File: config.mk
export PLATFORM = sky130hd
export DESIGN_NAME = dec_reload_timer
export DESIGN_NICKNAME = d
export VERILOG_FILES = /design/src/rtl/dectmr_pkg.sv /design/src/rtl/dectmr_ctrl.sv /design/src/rtl/dectmr_counter.sv /design/src/rtl/dectmr_status.sv /design/src/rtl/dec_reload_timer.sv
export SDC_FILE = /design/constraint.sdc
export NUM_CORES = 1
export LEC_CHECK = 0
export CAP_MARGIN = 20
export CORE_MARGIN = 3
export CORE_UTILIZATION = 30
export CTS_BUF_LIST = sky130_fd_sc_hd__clkbuf_4 sky130_fd_sc_hd__clkbuf_8
export CTS_CLUSTER_DIAMETER = 200
export DETAILED_ROUTE_END_ITERATION = 10
export PLACE_DENSITY = 0.67
export SLEW_MARGIN = 20
export SYNTH_ARGS = -nofsm -noshare
export SYNTH_HDL_FRONTEND = slang
export SYNTH_SLANG_ARGS = --single-unit
File: constraint.sdc
create_clock -name clk_i -period 3.75 [get_ports clk_i]
set_clock_uncertainty 0.15 [all_clocks]
set_input_delay 0.375 -clock clk_i [delete_from_list [all_inputs] [get_ports clk_i]]
set_output_delay 0.375 -clock clk_i [all_outputs]
set_load 0.01 [all_outputs]
File: src/rtl/dectmr_pkg.sv
package dectmr_pkg;
   localparam int unsigned CTL_W       = 2;
   localparam int unsigned CTL_IEN_BIT = 0;
   localparam int unsigned CTL_ARE_BIT = 1;

   // bit 1: reload enable, bit 0: interrupt enable
   typedef struct packed {
      logic reload_en;
      logic irq_en;
   } ctl_t;
endpackage

File: src/rtl/dectmr_ctrl.sv
module dectmr_ctrl
   import dectmr_pkg::*;
#(
   parameter int unsigned CNT_W = 32
) (
   input  logic             clk_i,
   input  logic             rst_ni,
   input  logic             ctl_wr_i,
   input  logic [CTL_W-1:0] ctl_wdata_i,
   input  logic             rld_wr_i,
   input  logic [CNT_W-1:0] rld_wdata_i,
   output ctl_t             ctl_q_o,
   output ctl_t             ctl_d_o,
   output logic [CNT_W-1:0] rld_q_o
);
   ctl_t             ctl_q;
   ctl_t             ctl_d;
   logic [CNT_W-1:0] rld_q;

   always_comb begin
      ctl_d = ctl_q;
      if (ctl_wr_i) begin
         ctl_d.irq_en    = ctl_wdata_i[CTL_IEN_BIT];
         ctl_d.reload_en = ctl_wdata_i[CTL_ARE_BIT];
      end
   end

   always_ff @(posedge clk_i or negedge rst_ni) begin
      if (!rst_ni) begin
         ctl_q <= '0;
         rld_q <= '0;
      end else begin
         ctl_q <= ctl_d;
         if (rld_wr_i) rld_q <= rld_wdata_i;
      end
   end

   assign ctl_q_o = ctl_q;
   assign ctl_d_o = ctl_d;
   assign rld_q_o = rld_q;

   // R7 / control write takes effect at next edge
   p_ctl_write_r3: assert property (@(posedge clk_i) disable iff (!rst_ni)
      ctl_wr_i |=> (ctl_q.irq_en == $past(ctl_wdata_i[CTL_IEN_BIT])));
endmodule

File: src/rtl/dectmr_counter.sv
module dectmr_counter #(
   parameter int unsigned CNT_W = 32
) (
   input  logic             clk_i,
   input  logic             rst_ni,
   input  logic             tick_en_i,
   input  logic             wr_i,
   input  logic [CNT_W-1:0] wdata_i,
   input  logic             reload_en_i,
   input  logic [CNT_W-1:0] rld_i,
   output logic [CNT_W-1:0] cnt_o,
   output logic             zero_evt_o
);
   localparam logic [CNT_W-1:0] ONE  = CNT_W'(1);
   localparam logic [CNT_W-1:0] ZERO = '0;

   logic [CNT_W-1:0] cnt_q;
   logic [CNT_W-1:0] cnt_d;
   logic             at_one;
   logic             live;
   logic             reload_ok;
   logic             evt;

   assign at_one    = (cnt_q == ONE);
   assign live      = (cnt_q != ZERO);
   assign reload_ok = reload_en_i && (rld_i != ZERO);
   assign evt       = tick_en_i && !wr_i && at_one;

   always_comb begin
      cnt_d = cnt_q;
      if (wr_i) begin
         cnt_d = wdata_i;
      end else if (tick_en_i && live) begin
         if (at_one && reload_ok) cnt_d = rld_i;
         else                     cnt_d = cnt_q - ONE;
      end
   end

   always_ff @(posedge clk_i or negedge rst_ni) begin
      if (!rst_ni) cnt_q <= '0;
      else         cnt_q <= cnt_d;
   end

   assign cnt_o      = cnt_q;
   assign zero_evt_o = evt;

   p_decrement_r1: assert property (@(posedge clk_i) disable iff (!rst_ni)
      (tick_en_i && !wr_i && cnt_q > ONE) |=> (cnt_q == $past(cnt_q) - ONE));
   p_hold_r1: assert property (@(posedge clk_i) disable iff (!rst_ni)
      (!tick_en_i && !wr_i) |=> $stable(cnt_q));
   p_reload_r4: assert property (@(posedge clk_i) disable iff (!rst_ni)
      (zero_evt_o && reload_en_i && rld_i != ZERO) |=> (cnt_q == $past(rld_i)));
   p_no_reload_r5: assert property (@(posedge clk_i) disable iff (!rst_ni)
      (zero_evt_o && (!reload_en_i || rld_i == ZERO)) |=> (cnt_q == ZERO));
   p_stay_zero_r8: assert property (@(posedge clk_i) disable iff (!rst_ni)
      (cnt_q == ZERO && !wr_i) |=> (cnt_q == ZERO));
   p_write_wins_r9: assert property (@(posedge clk_i) disable iff (!rst_ni)
      wr_i |=> (cnt_q == $past(wdata_i)));
endmodule

File: src/rtl/dectmr_status.sv
module dectmr_status (
   input  logic clk_i,
   input  logic rst_ni,
   input  logic evt_i,
   input  logic wr_i,
   input  logic wdata_i,
   output logic sts_q_o,
   output logic sts_d_o
);
   logic sts_q;
   logic sts_d;

   always_comb begin
      sts_d = sts_q;
      if (wr_i && wdata_i) sts_d = 1'b0;
      if (evt_i)           sts_d = 1'b1;
   end

   always_ff @(posedge clk_i or negedge rst_ni) begin
      if (!rst_ni) sts_q <= 1'b0;
      else         sts_q <= sts_d;
   end

   assign sts_q_o = sts_q;
   assign sts_d_o = sts_d;

   p_evt_sets_r2: assert property (@(posedge clk_i) disable iff (!rst_ni)
      evt_i |=> sts_q);
   p_w1c_r6: assert property (@(posedge clk_i) disable iff (!rst_ni)
      (wr_i && wdata_i && !evt_i) |=> !sts_q);
   p_w0_keeps_r6: assert property (@(posedge clk_i) disable iff (!rst_ni)
      (wr_i && !wdata_i && !evt_i) |=> $stable(sts_q));
   p_set_wins_r10: assert property (@(posedge clk_i) disable iff (!rst_ni)
      (evt_i && wr_i && wdata_i) |=> sts_q);
endmodule

File: src/rtl/dec_reload_timer.sv
module dec_reload_timer
   import dectmr_pkg::*;
#(
   parameter int unsigned CNT_W   = 32,
   parameter bit          IRQ_REG = 1'b0
) (
   input  logic             clk_i,
   input  logic             rst_ni,
   input  logic             tick_en_i,
   input  logic             cnt_wr_i,
   input  logic [CNT_W-1:0] cnt_wdata_i,
   input  logic             rld_wr_i,
   input  logic [CNT_W-1:0] rld_wdata_i,
   input  logic             ctl_wr_i,
   input  logic [CTL_W-1:0] ctl_wdata_i,
   input  logic             sts_wr_i,
   input  logic             sts_wdata_i,
   output logic [CNT_W-1:0] count_o,
   output logic [CNT_W-1:0] reload_o,
   output logic [CTL_W-1:0] ctl_o,
   output logic             status_o,
   output logic             irq_o
);
   generate
      if (CNT_W < 2 || CNT_W > 64) begin : g_bad_width
         $error("dec_reload_timer: CNT_W must lie in 2..64");
      end
   endgenerate

   ctl_t             ctl_q;
   ctl_t             ctl_d;
   logic [CNT_W-1:0] rld_q;
   logic [CNT_W-1:0] cnt_q;
   logic             zero_evt;
   logic             sts_q;
   logic             sts_d;

   dectmr_ctrl #(.CNT_W(CNT_W)) u_ctrl (
      .clk_i       (clk_i),
      .rst_ni      (rst_ni),
      .ctl_wr_i    (ctl_wr_i),
      .ctl_wdata_i (ctl_wdata_i),
      .rld_wr_i    (rld_wr_i),
      .rld_wdata_i (rld_wdata_i),
      .ctl_q_o     (ctl_q),
      .ctl_d_o     (ctl_d),
      .rld_q_o     (rld_q)
   );

   dectmr_counter #(.CNT_W(CNT_W)) u_counter (
      .clk_i       (clk_i),
      .rst_ni      (rst_ni),
      .tick_en_i   (tick_en_i),
      .wr_i        (cnt_wr_i),
      .wdata_i     (cnt_wdata_i),
      .reload_en_i (ctl_q.reload_en),
      .rld_i       (rld_q),
      .cnt_o       (cnt_q),
      .zero_evt_o  (zero_evt)
   );

   dectmr_status u_status (
      .clk_i   (clk_i),
      .rst_ni  (rst_ni),
      .evt_i   (zero_evt),
      .wr_i    (sts_wr_i),
      .wdata_i (sts_wdata_i),
      .sts_q_o (sts_q),
      .sts_d_o (sts_d)
   );

   generate
      if (IRQ_REG) begin : g_irq_flop
         logic irq_q;
         always_ff @(posedge clk_i or negedge rst_ni) begin
            if (!rst_ni) irq_q <= 1'b0;
            else         irq_q <= sts_d && ctl_d.irq_en;
         end
         assign irq_o = irq_q;
      end else begin : g_irq_comb
         assign irq_o = sts_q && ctl_q.irq_en;
      end
   endgenerate

   assign count_o  = cnt_q;
   assign reload_o = rld_q;
   assign ctl_o    = ctl_q;
   assign status_o = sts_q;

   p_irq_needs_status_r3: assert property (@(posedge clk_i) disable iff (!rst_ni)
      irq_o |-> status_o);
   p_irq_follows_en_r3: assert property (@(posedge clk_i) disable iff (!rst_ni)
      (status_o && ctl_o[CTL_IEN_BIT]) |-> irq_o);
   p_evt_raises_irq_r2: assert property (@(posedge clk_i) disable iff (!rst_ni)
      (zero_evt && ctl_d.irq_en) |=> irq_o);
endmodule

-- After elaboration in Yosys (flattened, before gate mapping)
Cells that the tools add are included.
- output and inout port bits: 68
- input port bits: 74
- logic and storage cells: 24
- register bits after elaboration: 67
- reduce and logical (&&, ||, !) cells: 12
- equal/unequal tests: 1
- add/subtract/negate cells: 1
- multiplexer cells: 5
- operators by type and width (cell ; number):
    2-to-1 mux 32 bit ; 3
    nonzero test 32 bit ; 2
    equality test 32 x 1 -> 1 bit, second input constant ; 1
    subtractor 32 x 1 -> 32 bit, second input constant ; 1
    logical AND 1 bit ; 7
    nonzero test 2 bit ; 2
    2-to-1 mux 1 bit ; 2
    zero test 1 bit ; 1

-- Depth between registers and ports, before layout
- depth after elaboration: 6
- mapped depth: 9
- depth with buffers taken out: 8

-- Hierarchy
Synthesis repeated with hierarchy kept, for this count alone.
- cells, all modules: 366
- area, all modules: 3877.5 sq um
- by module, submodules not included (module ; instances ; cells each ; area an instance (sq um) ; sequential area each (sq um)):
    dectmr_counter ; 1 ; 290 ; 2417.3 ; 800.8
    dectmr_ctrl ; 1 ; 72 ; 1417.6 ; 850.8
    dectmr_status ; 1 ; 3 ; 36.3 ; 25.0
    dec_reload_timer ; 1 ; 1 ; 6.3 ; 0.0

-- Worst setup path before layout
Ideal clock, no wire load.
- path kind: reg2reg
- start: reg u_counter.cnt_q[16], in the netlist u_counter.cnt_o[16]
- end: reg u_counter.cnt_q[10], in the netlist u_counter.cnt_o[10]
- setup time: 0.073 ns
- buffers on the path: 2
- data required time: 3.527 ns
- data arrival time: 2.587 ns
- clock period less this slack: 2.810 ns
- cell stages (with the launch flop): 9
- slack: 0.940 ns
- cells stage by stage: dfrtp_1 > or4_4 > nor4b_4 > nand4_2 > or3_1 > clkbuf_1 > buf_6 > a221o_1 > a2bb2oi_2
- word-level cells in the longest chain between the ends: 5
- elaborated cells between the ends (all ways): 8
- those cells by class: eq/ne: 1; mux: 3; reduce/logical: 4
- RTL lines (what ; line ; source):
    start, declared ; dectmr_counter.sv:17 ; logic [CNT_W-1:0] cnt_q;
    start signal, assigned ; dectmr_counter.sv:41 ; else cnt_q <= cnt_d;
    equality test 32 x 1 -> 1 bit ; dectmr_counter.sv:24 ; assign at_one = (cnt_q == ONE);
    logical AND 1 bit ; dectmr_counter.sv:34 ; if (at_one && reload_ok) cnt_d = rld_i;
    2-to-1 mux 32 bit ; dectmr_counter.sv:34 ;
    2-to-1 mux 32 bit ; dectmr_counter.sv:33 ; end else if (tick_en_i && live) begin
    2-to-1 mux 32 bit ; dectmr_counter.sv:31 ; if (wr_i) begin
Several ways; a longest one is shown, not always the timed one. The select of a mux whose other input is x is not followed.
A chain may end at the register's enable or synchronous reset.

-- Final worst setup path
Ends and elaborated chain as after synthesis.

==> results summary <==
The register area came out at 1680 sq um. The warning count from the yosys run came out at 0. The count of H-tree levels built during CTS is 3. The number of distinct library cells after synthesis is between 50 and 60. The worst-case setup slack after placement is around 0.48 ns.

For this run, the number of standard cells in the final layout without fillers is slightly above 700. The number of max-cap violations came out at 0. The power density relative to cell area is ~350 nW/um^2.

The number of nets produced by synthesis is roughly 470. STA classifies the critical path endpoint as a register. The relative slew slack came out at 0.290. The arrival time of data at the critical path endpoint is roughly 3.5 ns.

The share of power burned in the clock network is 0.292. Of the total power, registers draw 0.453. The slew at the pin closest to its max-slew limit is ~1.1 ns. The layout net count came out at approximately 600. The final count of negative-setup-slack endpoints is 0. The total overflow left after global routing is 0. The congestion estimate from routability-driven global placement came to 0.859.

The initial core utilization came out at 0.309. Internal power comes to between 0.001 and 0.0015 W. The instance count of the mapped netlist came out at roughly 400.

The HPWL reported at the end of detailed placement came out at around 10000 microns. The worst vdd rail ir drop came out at about 0.14 mV. The async set-or-reset flop fraction in the synthesized netlist came out at 1.00.

The tightest hold path in the finished design has a slack of -0.0230 ns. The clock insertion delay at the later pin of the skew report came out at 0.38 ns. The total negative slack is 0 ns. The fill cell instance count of the final layout came out at between 1000 and 1500. The mean area per synthesized cell came out at 9.90 sq um. The pin count of the biggest net entering global routing came out at 68. In this run the core area contains just over 40 standard-cell rows. The post-detailed-routing wire length came out at 14000 microns.

In the synthesized netlist the dominant register cell turns out to be sky130_fd_sc_hd__dfrtp_1. The checks that failed: hold timing. The top fanout value on the critical path is 15. The share of total power consumed by net switching came out at 0.306.

The post-route total power came out at 0.00201 W. The horizontal die dimension is 120 microns. Timing would allow up to 303 MHz. The flow ran to the end, but the final reports show violations. The count of final max-slew check failures came to 0. The post-route fraction of the period consumed by the critical path came out at 0.880. The post-synthesis instance area is just under 4000 sq um. The number of antenna violations at the first check in global routing was 0.

The clock transition at the register clock pins on the worst setup and hold paths after CTS is approximately 0.080 ns. The worst register-to-register path ends at u_counter.cnt_o[10]. The cell count of the worst reg-to-reg path is 7. The via count of the first global-routing pass came out at between 3000 and 4000. The tightest min-delay check is of the in -> async type.

The cell count after placement came out at around 700. The count of buffers added by post-CTS timing repair for setup came out at 0. The net load switching power came out at slightly above 0.0006 W. The cts-stage hold buffer count is 0. The count of nets left with antenna violations once routing finished came out at 0. The minimum period implied by the final worst setup slack came out at approximately 3.3 ns. CTS saw 67 sinks. The global-route wire length before repair is 21800 microns. The ratio of cells with drive above 1 in the final layout came out at 0.130. The source of the worst register-to-register timing path is u_counter.cnt_o[16].

The share of synthesized area occupied by flip-flops and latches is 0.427. The register bit total from synthesis is 67. Measured on the finished design, the core utilization comes to 0.448. In the post-route analysis, the smallest setup slack over all paths is 0.449 ns. The setup slack of the worst register-to-register path is ~0.45 ns.

The count of buffers from port buffering came out at approximately 140. The first routing iteration left between 150 and 200 violations. The part of the power in combinational logic came out at 0.256. The first-pass iteration count of the detailed router came out at 4. The floorplan core area came out at about 13000 sq um. In the final layout, the multi-input gates occupy between 2000 and 2500 sq um.

The number of gates resized after CTS was 0. Setup repair after global routing left no endpoint under its margin. In the global route stage, overall resource usage came out at 0.194.

The number of DRC violations after detailed routing is 0. The cell at the root of the clock tree is sky130_fd_sc_hd__clkbuf_8. The area growth from synthesis to final layout came out at 45.1%. The number of antenna diodes is 0. The number of clock buffers inserted by TritonCTS is 9.

The number of flops mapped to enable cells by yosys came out at 0. The number of vias in the routed layout came out at approximately 3700. The classification of the worst setup path is reg -> reg. For the worst setup path, the data required time is 3.90 ns. The area of the die is 14500 sq um. The final hold violation count came out at between 40 and 50.

In the final routed layout, each cell accounts on average for about 20 microns. The element type at the critical path start is a register. The vertical extent of the die is about 120 microns. Dividing the detail-routed via count by the number of cells gives ~5.2. TritonCTS built the clock tree.

During I/O placement, the number of pins put on the boundary was ~140. The clock passes through at most 2 buffers. In this run the static leakage power is between 2 and 2.5 nW.
[synth_stat cells (12+ instances only)]
library cell | instances | area share
sky130_fd_sc_hd__a21oi_1 | 22 | 0.028
sky130_fd_sc_hd__clkbuf_1 | 21 | 0.020
sky130_fd_sc_hd__dfrtp_1 | 67 | 0.43
sky130_fd_sc_hd__mux2_2 | 32 | 0.092
sky130_fd_sc_hd__mux2i_1 | 14 | 0.036
sky130_fd_sc_hd__nand2_1 | 18 | 0.017
sky130_fd_sc_hd__nor2_1 | 34 | 0.032
sky130_fd_sc_hd__nor3_1 | 25 | 0.032
sky130_fd_sc_hd__nor4_1 | 17 | 0.027
sky130_fd_sc_hd__o21ai_0 | 17 | 0.022
sky130_fd_sc_hd__o2bb2ai_1 | 15 | 0.033
sky130_fd_sc_hd__xor2_1 | 12 | 0.027
[power by group through the flow]
stage / clock network [W] / logic, W / registers [W]
floorplan: 0 / 0.000193 / 0.000923
global placement: 0 / 0.000514 / 0.000918
detailed placement: 0 / 0.000518 / 0.000924
CTS: 0.000599 / 0.000522 / 0.000910
global route: 0.000629 / 0.000557 / 0.000926
finish: 0.000587 / 0.000514 / 0.000911
[placed cells by master, fill, tap and decap left out, types with 11 or more instances in the layout]
cell type                         netlist  layout
sky130_fd_sc_hd__o21ai_0               17      17
sky130_fd_sc_hd__mux2i_1               14      14
sky130_fd_sc_hd__mux2_2                32      32
sky130_fd_sc_hd__o2bb2ai_1             15      15
sky130_fd_sc_hd__a21oi_1               22      22
sky130_fd_sc_hd__clkdlybuf4s50_1        0     140
sky130_fd_sc_hd__nand2_1               18      18
sky130_fd_sc_hd__dfrtp_1               67      67
sky130_fd_sc_hd__clkbuf_8               0      11
sky130_fd_sc_hd__nor4_1                17      17
sky130_fd_sc_hd__nor2_1                34      34
sky130_fd_sc_hd__nor3_1                25      25
sky130_fd_sc_hd__xor2_1                12      12
[stage by stage]
step	instance area [sq um]	hold WS [ns]
3_5_place_dp	5520	0.359
5_1_grt	5700	0.0451
4_1_cts	5700	0.0129
6_report	5700	-0.0230
3_3_place_gp	5520	0.346
2_1_floorplan	3930	-0.0706
[cell families (layout without fill, tap and decap cells)]
kind of cell | after synthesis | after routing | synth area share
AO/OA/AOI/OAI | 88 | 88 | 0.157
XOR/XNOR | 22 | 22 | 0.0490
adder cells (fa/ha/maj) | 3 | 3 | 0.00956
buffers and inverters | 32 | 174 | 0.0338
flip-flops | 67 | 67 | 0.427
multiplexers | 46 | 46 | 0.127
AND/OR/NAND/NOR | 139 | 139 | 0.197
[worst max path at each step]
stage                              from                   to  slack (ns)
global route         u_counter.cnt_o[6]  u_counter.cnt_o[10]        0.27
floorplan           u_counter.cnt_o[16]  u_counter.cnt_o[10]        0.94
detailed placement   u_counter.cnt_o[6]  u_counter.cnt_o[10]        0.48
CTS                  u_counter.cnt_o[6]  u_counter.cnt_o[10]        0.44
global placement    u_counter.cnt_o[24]  u_counter.cnt_o[10]        0.52
finish              u_counter.cnt_o[16]  u_counter.cnt_o[10]        0.45
[final cells by class]
type,instances,area share
multi-input combinational,298,0.372
sequential,67,0.294
timing repair buffer,150,0.259
tap,172,0.0377
clock buffer,14,0.0305
inverter,8,0.00527
clock inverter,2,0.00176
[critical path, cell delays in order (launching register included)]
cell	delay, ns
sky130_fd_sc_hd__dfrtp_1	0.46
sky130_fd_sc_hd__or4_4	0.61
sky130_fd_sc_hd__nor4b_4	0.50
sky130_fd_sc_hd__nand4_2	0.19
sky130_fd_sc_hd__or3_1	0.53
sky130_fd_sc_hd__buf_4	0.30
sky130_fd_sc_hd__a221o_1	0.35
sky130_fd_sc_hd__a2bb2oi_2	0.13
[routing by layer]
layer	share of wire	up-vias	track usage
li1	-	1762	-
met2	0.48	112	0.319
met5	0	-	0
met3	0.066	15	0.0641
met1	0.45	1812	0.249
met4	0.011	0	0.0418
[sequential cells by signal (all words and copies together), names as in the netlist]
signal            flops
u_ctrl.ctl_q_o        2
u_ctrl.rld_q_o       32
u_status.sts_q_o      1
u_counter.cnt_o      32
Power figures use the tool's default switching activity.
